===== src/rtl/ldsng_pkg.sv =====
package ldsng_pkg;

  typedef enum logic {
    SET_RADINV = 1'b0,
    SET_PASCAL = 1'b1
  } vecSet_e;

  typedef struct packed {
    logic clear;
    logic advance;
  } idxStrobe_t;

endpackage


===== src/rtl/ldsng_ctrl.sv =====
module ldsng_ctrl
  import ldsng_pkg::*;
(
  input  logic       clk,
  input  logic       rstN,
  input  logic       start,
  input  logic       lastIdx,
  output idxStrobe_t strobe,
  output logic       running,
  output logic       doneOut
);

  logic runQ;

  always_ff @(posedge clk or negedge rstN) begin
    if (!rstN) begin
      runQ <= 1'b0;
    end else if (start) begin
      runQ <= 1'b1;
    end else if (runQ && lastIdx) begin
      runQ <= 1'b0;
    end
  end

  always_comb begin
    strobe.clear   = start;
    strobe.advance = runQ && !start;
  end

  assign running = runQ;
  assign doneOut = runQ && lastIdx;

  AST_DONE_QUALIFIED: assert property (@(posedge clk) disable iff (!rstN)
    doneOut |-> running);

  AST_STOP_AFTER_DONE: assert property (@(posedge clk) disable iff (!rstN)
    (doneOut && !start) |=> !running);

  AST_START_RUNS: assert property (@(posedge clk) disable iff (!rstN)
    start |=> running);

endmodule


===== src/rtl/ldsng_datapath.sv =====
module ldsng_datapath
  import ldsng_pkg::*;
#(
  parameter int IDX_W = 8
) (
  input  logic             clk,
  input  logic             rstN,
  input  idxStrobe_t       strobe,
  input  logic             running,
  input  logic [IDX_W-1:0] probIn,
  input  logic             setIn,
  output logic             lastIdx,
  output logic             bitOut
);

  logic [IDX_W-1:0] idxQ;
  logic [IDX_W-1:0] probQ;
  vecSet_e          setQ;
  logic [IDX_W-1:0] seqVal;
  logic [IDX_W-1:0] radVec [IDX_W];
  logic [IDX_W-1:0] pasVec [IDX_W];

  function automatic logic [IDX_W-1:0] pascalDir(input int k);
    logic [IDX_W-1:0] v;
    v = {1'b1, {(IDX_W-1){1'b0}}};
    for (int j = 1; j <= k; j++) v = v ^ (v >> 1);
    return v;
  endfunction

  for (genvar k = 0; k < IDX_W; k++) begin : g_vec
    assign radVec[k] = IDX_W'(1) << (IDX_W - 1 - k);
    assign pasVec[k] = pascalDir(k);
  end

  always_ff @(posedge clk or negedge rstN) begin
    if (!rstN) begin
      idxQ  <= '0;
      probQ <= '0;
      setQ  <= SET_RADINV;
    end else if (strobe.clear) begin
      idxQ  <= '0;
      probQ <= probIn;
      setQ  <= vecSet_e'(setIn);
    end else if (strobe.advance) begin
      idxQ  <= idxQ + 1'b1;
    end
  end

  always_comb begin
    seqVal = '0;
    for (int k = 0; k < IDX_W; k++) begin
      if (idxQ[k]) seqVal = seqVal ^ ((setQ == SET_PASCAL) ? pasVec[k] : radVec[k]);
    end
  end

  assign lastIdx = &idxQ;
  assign bitOut  = running && (seqVal < probQ);

  AST_CLEAR_TO_ZERO: assert property (@(posedge clk) disable iff (!rstN)
    strobe.clear |=> (idxQ == '0));

  AST_IDX_STEP: assert property (@(posedge clk) disable iff (!rstN)
    strobe.advance |=> (idxQ == $past(idxQ) + 1'b1));

  AST_PROB_HELD: assert property (@(posedge clk) disable iff (!rstN)
    strobe.advance |=> ($stable(probQ) && $stable(setQ)));

  AST_ZERO_PROB_SILENT: assert property (@(posedge clk) disable iff (!rstN)
    (probQ == '0) |-> !bitOut);

endmodule


===== src/rtl/ldsng_top.sv =====
module ldsng_top
  import ldsng_pkg::*;
#(
  parameter int IDX_W = 8
) (
  input  logic             clk,
  input  logic             rstN,
  input  logic             start,
  input  logic [IDX_W-1:0] probIn,
  input  logic             vecSel,
  output logic             streamBit,
  output logic             streamValid,
  output logic             streamDone
);

  idxStrobe_t strobe;
  logic       running;
  logic       lastIdx;

  ldsng_ctrl u_ctrl (
    .clk     (clk),
    .rstN    (rstN),
    .start   (start),
    .lastIdx (lastIdx),
    .strobe  (strobe),
    .running (running),
    .doneOut (streamDone)
  );

  ldsng_datapath #(.IDX_W(IDX_W)) u_dp (
    .clk     (clk),
    .rstN    (rstN),
    .strobe  (strobe),
    .running (running),
    .probIn  (probIn),
    .setIn   (vecSel),
    .lastIdx (lastIdx),
    .bitOut  (streamBit)
  );

  assign streamValid = running;

endmodule


===== config.mk =====
export PLATFORM = sky130hd
export DESIGN_NAME = ldsng_top
export DESIGN_NICKNAME = d
export VERILOG_FILES = /design/src/rtl/ldsng_pkg.sv /design/src/rtl/ldsng_ctrl.sv /design/src/rtl/ldsng_datapath.sv /design/src/rtl/ldsng_top.sv
export SDC_FILE = /design/constraint.sdc
export NUM_CORES = 1
export LEC_CHECK = 0
export BUFFER_PORTS_ARGS = -buffer_cell sky130_fd_sc_hd__buf_2
export CAP_MARGIN = 20
export CELL_PAD_IN_SITES_DETAIL_PLACEMENT = 0
export CELL_PAD_IN_SITES_GLOBAL_PLACEMENT = 1
export CORE_MARGIN = 4
export CORE_UTILIZATION = 39
export CTS_CLUSTER_SIZE = 25
export DETAILED_ROUTE_END_ITERATION = 8
export GPL_TIMING_DRIVEN = 1
export PLACE_DENSITY = 0.71
export SETUP_SLACK_MARGIN = 0.02
export SLEW_MARGIN = 20
export SYNTH_ARGS = -nofsm -noshare
export SYNTH_HDL_FRONTEND = slang
export SYNTH_SLANG_ARGS = --single-unit
export TNS_END_PERCENT = 1

===== constraint.sdc =====
create_clock -name clk -period 1.8 [get_ports clk]
set_clock_uncertainty 0.1 [all_clocks]
set_input_delay 0 -clock clk [delete_from_list [all_inputs] [get_ports clk]]
set_output_delay 0 -clock clk [all_outputs]
set_load 0.02 [all_outputs]

======== Word level (Yosys, flattened, before mapping) ========
Cells that the tools add are included.
word-level totals
  bits in registers ....................... 18
  output and inout port bits .............. 3
cells by class
  reduce and logical (&&, ||, !) cells .... 7
  bitwise logic cells ..................... 7
  $lt $le $gt $ge ......................... 1
  add/subtract/negate cells ............... 1
  multiplexer cells ....................... 19
operators by type and width
  kind                                          number
  2-to-1 mux 8 bit                              17
  XOR 8 bit                                     7
  adder 8 x 1 -> 8 bit (second input constant)  1
  less-than comparator 8 bit                    1
  AND reduction 8 bit                           1
  nonzero test 2 bit                            2
  logical AND 1 bit                             3
  2-to-1 mux 1 bit                              2
  zero test 1 bit                               1

======== Depth between registers and ports, before layout ========
Gate-level depths: netlist (run 1).
  word-level depth ........................ 17
  depth in mapped cells ................... 10
  gate-level depth less buffers ........... 9

======== Cells and area by module ========
Synthesis (run 1) repeated with hierarchy kept, for this count alone.
unflattened totals
  cell total of the unflattened synthesis .. 123
  area total of the unflattened synthesis .. 1148.6 sq um
by module, submodules not included
  module          seq. area each (sq um)  area an instance (sq um)  cells each  times used
  ldsng_datapath  425.4                   1091.0                    117         1
  ldsng_ctrl      25.0                    57.6                      6           1

======== Least setup slack after synthesis (run 1) ========
No wires, ideal clock.
  path type ............................... register to output
  start point ............................. reg u_dp.idxQ[3]
  end point ............................... out streamBit
  path buffers ............................ 1
  arrival time ............................ 2.102 ns
  cell stages (with the launch flop) ...... 10
  required time ........................... 1.700 ns
  slack ................................... -0.402 ns
  path through ............................ dfrtp_1 > buf_6 > xnor2_4 > xnor2_1 > xnor2_1 > nand2_1 > xnor2_1 > ha_1 > a211o_1 > a31oi_1
on the way
  longest elaborated chain between the ends .. 11
RTL lines
  what                          line                  RTL
  start: declaration            ldsng_datapath.sv:16  logic [IDX_W-1:0] idxQ;
  start signal: assignment      ldsng_datapath.sv:45  idxQ <= idxQ + 1'b1;
  2-to-1 mux 8 bit *            ldsng_datapath.sv:52  if (idxQ[k]) seqVal = seqVal ^ ((setQ == SET_PASCAL) ? pasVec[k] : radVec[k]);
  XOR 8 bit                     ldsng_datapath.sv:52
  2-to-1 mux 8 bit *            ldsng_datapath.sv:52
  XOR 8 bit                     ldsng_datapath.sv:52
  2-to-1 mux 8 bit *            ldsng_datapath.sv:52
  XOR 8 bit                     ldsng_datapath.sv:52
  2-to-1 mux 8 bit *            ldsng_datapath.sv:52
  XOR 8 bit                     ldsng_datapath.sv:52
  2-to-1 mux 8 bit *            ldsng_datapath.sv:52
  less-than comparator 8 bit *  ldsng_datapath.sv:57  assign bitOut = running && (seqVal < probQ);
  logical AND 1 bit *           ldsng_datapath.sv:57
  end: declaration              ldsng_top.sv:11       output logic streamBit,
Every way passes the cells marked *; elsewhere a longest branch is shown, timed or not.

======== Final worst setup path (run 1) ========
  start point ............................. reg u_dp.idxQ[5]
  end point ............................... out streamBit
on the way
  longest elaborated chain between the ends .. 7
RTL lines
  what                          line
  2-to-1 mux 8 bit *            ldsng_datapath.sv:52
  XOR 8 bit                     ldsng_datapath.sv:52
  2-to-1 mux 8 bit *            ldsng_datapath.sv:52
  XOR 8 bit                     ldsng_datapath.sv:52
  2-to-1 mux 8 bit *            ldsng_datapath.sv:52
  less-than comparator 8 bit *  ldsng_datapath.sv:57
  logical AND 1 bit *           ldsng_datapath.sv:57
Marked as above.

==> results of run 1 <==
power by group through the flow:
stage | Combinational [mW] | Sequential (mW) | Clock (mW)
after floorplan | 0.110 | 0.449 | 0
after global placement | 0.167 | 0.447 | 0
after detailed placement | 0.172 | 0.448 | 0
after CTS | 0.198 | 0.440 | 0.214
after global routing | 0.222 | 0.442 | 0.224
final | 0.197 | 0.439 | 0.201
cell type report:
| cell class | instances | area share (%) |
|---|---|---|
| Multi-Input combinational cell | 82 | 43.9 |
| Sequential cell | 18 | 31.4 |
| Timing Repair Buffer | 36 | 18.4 |
| Tap cell | 31 | 2.68 |
| Inverter | 8 | 2.08 |
| Clock buffer | 3 | 1.56 |
sequential cells by signal (all words and copies together), names as in the netlist:
name / count
u_ctrl.running: 1
u_dp.idxQ: 8
u_dp.probQ: 8
u_dp.setQ: 1
metal layers:
metal	vias to the layer above	part of all wire, %	GRT usage (%)	routed length (um)
met5	-	0	0	0
met1	403	46	14.9	951
met2	13	50	21.2	1020
li1	435	-	-	-
met4	0	0	4.55	0
met3	0	3.6	2.48	73
cells in the final DEF (no fill, tap or decap), types with 2 or more instances in the layout:
cell / n
a21o_1: 2
a21oi_1: 3
buf_2: 13
buf_4: 12
clkbuf_4: 3
dfrtp_1: 15
dfrtp_2: 3
dlygate4sd3_1: 10
ha_1: 8
inv_1: 8
mux2_2: 2
nand2_1: 16
nand4_1: 3
nor2_1: 7
o21ai_0: 9
or3_1: 2
xnor2_1: 11
xnor2_2: 2
xor2_1: 6
final timing paths:
path	from	endpoint	slack (ps)
worst max-delay path	u_dp.idxQ[5]$_DFFE_PN0P_	streamBit	-590
worst min-delay path	start	u_dp.idxQ[1]$_DFFE_PN0P_	30
worst max register to register	u_dp.idxQ[1]$_DFFE_PN0P_	u_dp.idxQ[6]$_DFFE_PN0P_	310
worst min register to register	u_dp.probQ[0]$_DFFE_PN0P_	u_dp.probQ[0]$_DFFE_PN0P_	420
max in group asynchronous	rstN	u_dp.idxQ[5]$_DFFE_PN0P_	1240
min in group asynchronous	rstN	u_dp.probQ[4]$_DFFE_PN0P_	50
stage by stage:
stage               worst slack [ps]  util (%)  setup TNS [ps]
floorplan                       -282         -            -282
global placement                -313      46.8            -313
detailed placement              -342      46.8            -342
CTS                             -625      52.0            -625
global route                    -688      52.5            -688
finish                          -588      52.5            -588
repair_timing:
| action | CTS | global route |
|---|---|---|
| endpoints found under the hold margin | 27 | 0 |
| hold buffers | 10 | 0 |
| gates resized for setup | 5 | 4 |
| setup endpoints to repair | 1 | 1 |
| pin swaps | 1 | 1 |
logic make-up after synthesis:
| family | after synthesis | share of synthesized area [%] |
|---|---|---|
| flip-flops | 18 | 39.7 |
| AO/OA/AOI/OAI | 19 | 9.49 |
| AND/OR/NAND/NOR | 31 | 11.9 |
| XOR/XNOR | 21 | 19.5 |
| multiplexers | 3 | 2.87 |
| buffers and inverters | 16 | 7.62 |
| adder cells (fa/ha/maj) | 8 | 8.83 |
==> results.cfg, run 1 <==
[status]
outcome = complete, but fails checks
failed_checks = setup timing

[route]
routed_wl_um = 2050
viasPerCell = 4.78
ant_nets = 0
wl_per_cell_um = 11.5
drt-initial-drc-count = 39
drc = 0
first_pass_iters = 4
via_count = 851

[yosys]
ys_top_cells_by_area = dfrtp_1 40%, xnor2_1 10%, ha_1 8.8%
yosysMostFrequentCell = dfrtp_1
ys_ff_latch = 18
postSynthCellCount = 116
async_flop_share_pct = 100
synth_edf_count = 0
synth.largest_area_cell = dfrtp_1
yosysSeqAreaShare_pct = 39.7
synth_commonest_cells = 18 x dfrtp_1, 16 x nand2_1, 13 x xnor2_1, 9 x o21ai_0
synth.avg_cell_area_um2 = 9.77
syn_nets = 136
syn_area_um2 = 1130
synth_ff_type = dfrtp_1
yosys.area.top_type_share_pct = 39.7
yosys_warnings = 0
synth_cell_type_count = 26

[setup_path]
required_ps = 1700
cpMaxStageDelayCell = dfrtp_2
crit_chain = xor2_4 > xnor2_2 > xnor2_1 > nand2_1 > xnor2_1 > ha_1 > a211o_1 > a31oi_4 > buf_6
cpMostUsedCell = xnor2_1
crit_fanout = 2
path_class = flip-flop to primary output
cpPeakStageDelay_ps = 450
critPathBufInv = 1
setup.worst_path.start_class = flip-flop
critPathCaptureType = primary output
cpLargestDelayFamily = XOR/XNOR gates
critPathArrivalTime_ps = 2290
cp_num_cells = 9
r2r_cells = 6

[finish]
fill_cells = 264
design_area_um2 = 1450
nets = 169
synthToLayoutAreaGrowth_pct = 27.6
seqCellArea_um2 = 454
drive_above_1_share_pct = 27.9
multiInputGateArea_um2 = 634
final-instance-count-excl-fill = 178
diodes = 0

[global_routing]
grt_usage_pct = 12.2
globalRouteOverflowTotal = 0
grt_pass1_wl_um = 3440
grt_pass1_vias = 825
grt_max_degree = 26
antenna_found_initial = 0

[sta]
finalMaxSlewViolations = 0
hold_viol = 0
timing.final.ws_setup_ps = -588
max-slew-margin-rel_pct = 72.8
grt_setup_unrepaired = true
min_period_ps = 2390
tightest_slew_ps = 408
finalSetupViolCount = 1
fin_crit_sh_pct = 133
fin_hold_ws_ps = 28.6
timing.fmax_mhz = 419

[place]
port_buffers = 14
placed_cell_area_um2 = 1290
gp_congestion = 0.793
dp.cells = 165
place_hpwl_um = 1540

[floorplan]
io_pins = 15
core_area_um2 = 2760
num_rows = 19
die_x_um = 61.9
die_y_um = 61.9
start_util_pct = 41.1
die-area_um2 = 3830

[pwr]
p_sw_uw = 227
powerDensity_nw_per_um2 = 579
clkPwrFrac_pct = 24.0
p_int_uw = 610
ir_drop_uv = 338
p_leak_nw = 0.715
p_total_uw = 837
seq_power_share_pct = 52.5
switching_share_pct = 27.2
combPwrFrac_pct = 23.5

[clock_tree]
clock-sinks = 18
h-tree-depth = 1
cts_buffers = 3
tritoncts = done
clkTransAtPathRegs_ps = 100
post_cts_buffers = 0
clock_path_buffers = 2
root_buffer = clkbuf_4
clock_latency_ps = 290

[min_path]
hold_path_depth = 2
hold_class = input port to flip-flop

[run]
cap_violations = 0
No activity file was read; power rests on OpenSTA's default activity.
==> run 2, diff against run 1 <==
- PLACE_DENSITY: 0.71 -> unset
- PLACE_DENSITY_LB_ADDON: unset -> 0.2
==> results.cfg, run 2 (same netlist as run 1, synthesis figures left out) <==
[clock_tree]
tritoncts = done
clock_path_buffers = 2
root_buffer = clkbuf_4
h-tree-depth = 1
cts_buffers = 3
post_cts_buffers = 0
clock-sinks = 18
clock_latency_ps = 290
clkTransAtPathRegs_ps = 100

[global_routing]
grt_max_degree = 26
globalRouteOverflowTotal = 0
grt_usage_pct = 13.4
antenna_found_initial = 0
grt_pass1_wl_um = 3600
grt_pass1_vias = 819

[floorplan]
num_rows = 19
start_util_pct = 41.1
die_y_um = 61.9
io_pins = 15
die_x_um = 61.9
die-area_um2 = 3830
core_area_um2 = 2760

[place]
gp_congestion = 0.719
port_buffers = 14
place_hpwl_um = 1630
placed_cell_area_um2 = 1290

[setup_path]
crit_fanout = 2
critPathCaptureType = primary output
path_class = flip-flop to primary output
startpoint = u_dp.idxQ[3]$_DFFE_PN0P_
reg2reg_from = u_dp.idxQ[3]$_DFFE_PN0P_
required_ps = 1700
critPathArrivalTime_ps = 2330
setup.worst_path.start_class = flip-flop

[sta]
grt_setup_unrepaired = true
timing.final.ws_setup_ps = -634
timing.fmax_mhz = 411
fin_hold_ws_ps = 26.4
max-slew-margin-rel_pct = 72.6
min_period_ps = 2430
tightest_slew_ps = 411
finalMaxSlewViolations = 0
fin_crit_sh_pct = 135
hold_viol = 0
finalSetupViolCount = 1

[finish]
nets = 169
reg.largest.list = u_dp.idxQ (8), u_dp.probQ (8)
design_area_um2 = 1450
synthToLayoutAreaGrowth_pct = 28.0
drive_above_1_share_pct = 28.6
diodes = 0
final_common_cell = nand2_1
final_cell_mix = 16 x nand2_1, 15 x dfrtp_1, 13 x buf_2

[route]
via_count = 854
drc = 0
routed_wl_um = 2190
drt-initial-drc-count = 26
viasPerCell = 4.80
ant_nets = 0
wl_per_cell_um = 12.3
first_pass_iters = 4

[min_path]
hold_path.startpoint = start
hold_class = input port to flip-flop

[run]
cap_violations = 0

[pwr]
p_total_uw = 839
powerDensity_nw_per_um2 = 578
ir_drop_uv = 332
p_leak_nw = 0.703

[status]
failed_checks = setup timing
outcome = complete, but fails checks
-- run 2: cell counts in the layout (fill, tap and decap cells not counted) --
Identical to the previous run, type by type.
-- run 2: critical path: stages (launching register included) --
cell     delay [ps]
dfrtp_1         460
xnor2_4         230
xnor2_2         140
xnor2_1         130
nand2_1          80
xnor2_1         130
ha_1            290
a211o_1         300
a31oi_4         150
buf_6           140
-- run 2: final timing paths --
kind / endpoint / slack [ps] / cells past startpoint
max in group asynchronous: u_dp.idxQ[6]$_DFFE_PN0P_ / 1230 / 2
max: streamBit / -630 / 9
max reg2reg: u_dp.idxQ[7]$_DFFE_PN0P_ / 360 / 4
min in group asynchronous: u_dp.probQ[2]$_DFFE_PN0P_ / 60 / 2
min reg2reg: u_dp.probQ[0]$_DFFE_PN0P_ / 420 / 1
min: u_dp.idxQ[6]$_DFFE_PN0P_ / 30 / 2
-- run 2: area by class of cell --
cell class | instances | area, um2
clock buffer | 3 | 22.5
fill | 258 | 1310
inverter | 8 | 30.0
multi-input combinational | 82 | 639
sequential | 18 | 454
tap | 31 | 38.8
timing repair buffer | 36 | 267
-- run 2: per-stage QoR --
stage | TNS, ps | cells | utilization (%) | worst slack (ps)
final | -634 | 178 | 52.6 | -634
after global routing | -740 | 178 | 52.6 | -740
after CTS | -649 | 178 | 51.8 | -649
after detailed placement | -359 | 165 | 46.8 | -359
after global placement | -324 | 165 | 46.8 | -324
after floorplan | -282 | 116 | - | -282
-- run 2: layer usage --
metal	track usage, %	vias to the layer above	routed length [um]
li1	-	436	-
met1	16.4	404	990
met2	21.8	10	1090
met3	3.10	4	67
met4	7.27	0	42
met5	0	-	0
-- run 2: repair_timing --
item,4_1_cts,5_1_grt
resized for setup,4,6
hold buffers,10,0
setup endpoints to repair,1,2
cloned,0,0
pin swaps,0,3
endpoints found under the hold margin,27,0
-- run 2: where the power goes --
| part | leakage, nW | internal, mW | total [mW] | switching [mW] |
|---|---|---|---|---|
| Combinational | 0.468 | 0.104 | 0.199 | 0.0955 |
| Clock | 0.0138 | 0.0777 | 0.200 | 0.122 |
| Sequential | 0.222 | 0.428 | 0.439 | 0.0112 |
==> run 3, diff against run 2 <==
--- a/constraint.sdc
+++ b/constraint.sdc
@@ -4,2 +4,2 @@
 set_output_delay 0 -clock clk [all_outputs]
-set_load 0.02 [all_outputs]
+set_load 0.01 [all_outputs]
==> results.cfg, run 3 (same netlist as run 1, synthesis figures left out) <==
[floorplan]
die-area_um2 = 3830
die_x_um = 61.9
start_util_pct = 41.1
die_y_um = 61.9
num_rows = 19
core_area_um2 = 2760
io_pins = 15

[place]
placed_cell_area_um2 = 1280
gp_congestion = 0.771
port_buffers = 14
place_hpwl_um = 1610

[setup_path]
timing.reg2reg.setup_slack_ps = 320
critPathBufInv = 1
required_ps = 1700
crit_fanout = 2
r2r_cells = 6
setup.worst_path.start_class = flip-flop
cpLargestDelayFamily = XOR/XNOR gates
critPathArrivalTime_ps = 2280
r2r-end = u_dp.idxQ[6]$_DFFE_PN0P_
reg2reg_from = u_dp.idxQ[1]$_DFFE_PN0P_
cpMaxStageDelayCell = dfrtp_2
cpMostUsedCell = xnor2_1
crit_chain = xor2_4 > xnor2_2 > xnor2_1 > nand2_1 > xnor2_1 > ha_1 > a211o_1 > a31oi_2 > buf_2
cpPeakStageDelay_ps = 460
critPathCaptureType = primary output
path_class = flip-flop to primary output

[global_routing]
grt_pass1_vias = 878
antenna_found_initial = 0
grt_max_degree = 26
grt_usage_pct = 13.2
grt_use_met2_pct = 24.1
grt_pass1_wl_um = 3610
grt_util_met3_pct = 2.69
busiest_layer = met2
globalRouteOverflowTotal = 0
use_met1_pct = 14.1

[route]
wl_per_cell_um = 12.3
drc = 0
via_count = 854
first_pass_iters = 4
viasPerCell = 4.77
drt-initial-drc-count = 23
ant_nets = 0
routed_wl_um = 2190

[min_path]
hold_end = u_dp.idxQ[1]$_DFFE_PN0P_
hold_path.startpoint = start
hold_class = input port to flip-flop
hold_path_depth = 2

[sta]
grt_setup_unrepaired = true
tightest_slew_ps = 411
min_period_ps = 2380
fin_crit_sh_pct = 132
fin_setup_tns_ps = -582
timing.final.ws_setup_ps = -582
finalSetupViolCount = 1
finalMaxSlewViolations = 0
hold_viol = 0
timing.fmax_mhz = 420
fin_hold_ws_ps = 13.5
max-slew-margin-rel_pct = 72.6

[finish]
final_common_cell = nand2_1
design_area_um2 = 1430
final_cell_mix = 16 x nand2_1, 15 x dfrtp_1, 14 x buf_2
reg.largest.list = u_dp.idxQ (8), u_dp.probQ (8)
nets = 169
synthToLayoutAreaGrowth_pct = 26.5
drive_above_1_share_pct = 26.4
diodes = 0

[clock_tree]
root_buffer = clkbuf_4
cts_buffers = 3
post_cts_buffers = 0
clock_latency_ps = 300
tritoncts = done
clock_path_buffers = 2
h-tree-depth = 1
clkTransAtPathRegs_ps = 110
clock-sinks = 18

[pwr]
ir_drop_uv = 411
powerDensity_nw_per_um2 = 603
p_leak_nw = 0.707

[status]
outcome = complete, but fails checks
failed_checks = setup timing

[run]
cap_violations = 0
## run 3: changes by cell type in the layout (fill, tap and decap cells not counted)
cell      previous run  this run
a21oi_1              3         4
a21oi_2              1         0
a31oi_2              0         1
a31oi_4              1         0
and3_1               0         1
and3_4               1         0
buf_2               13        14
buf_4               12        11
clkbuf_8             0         1
o21ai_1              0         1
o21ai_2              1         0
xor2_1               5         6
xor2_2               1         0
## run 3: per-stage QoR
stage | util [%] | total power, mW | worst slack [ps] | std cells
floorplan | - | 0.545 | -236 | 116
global placement | 46.5 | 0.601 | -296 | 165
detailed placement | 46.5 | 0.607 | -352 | 165
CTS | 52.0 | 0.880 | -601 | 179
global route | 52.0 | 0.920 | -756 | 179
finish | 52.0 | 0.865 | -582 | 179
## run 3: power breakdown
group / internal (mW) / switching [mW]
Clock: 0.123 / 0.129
Combinational: 0.0920 / 0.0812
Sequential: 0.428 / 0.0113
Total: 0.643 / 0.222
## run 3: area by class of cell
type / instances / area (um2)
clock buffers: 4 / 36.3
fillers: 251 / 1320
inverters: 8 / 30.0
multi-input cells: 82 / 611
flip-flops and latches: 18 / 454
well taps: 31 / 38.8
repair buffers: 36 / 264
## run 3: per-layer routing
metal	vias to the layer above	part of all wire, %
li1	438	-
met1	396	43
met2	15	52
met3	5	3.4
met4	0	1.9
met5	-	0
## run 3: worst max-delay path by stage
stage                                        start         to  slack (ps)  cells past startpoint
after global placement    u_dp.idxQ[6]$_DFFE_PN0P_  streamBit        -300                      9
after CTS                 u_dp.idxQ[5]$_DFFE_PN0P_  streamBit        -600                      9
after detailed placement  u_dp.idxQ[6]$_DFFE_PN0P_  streamBit        -350                      9
final                     u_dp.idxQ[5]$_DFFE_PN0P_  streamBit        -580                      9
after global routing      u_dp.idxQ[5]$_DFFE_PN0P_  streamBit        -760                      9
after floorplan           u_dp.idxQ[6]$_DFFE_PN0P_  streamBit        -240                      9
## run 3: repair_timing
item | CTS | global route
hold buffers | 10 | 0
hold endpoints to repair | 27 | 0
resized for setup | 5 | 0
pin swaps | 7 | 0
endpoints found under the setup margin | 1 | 1
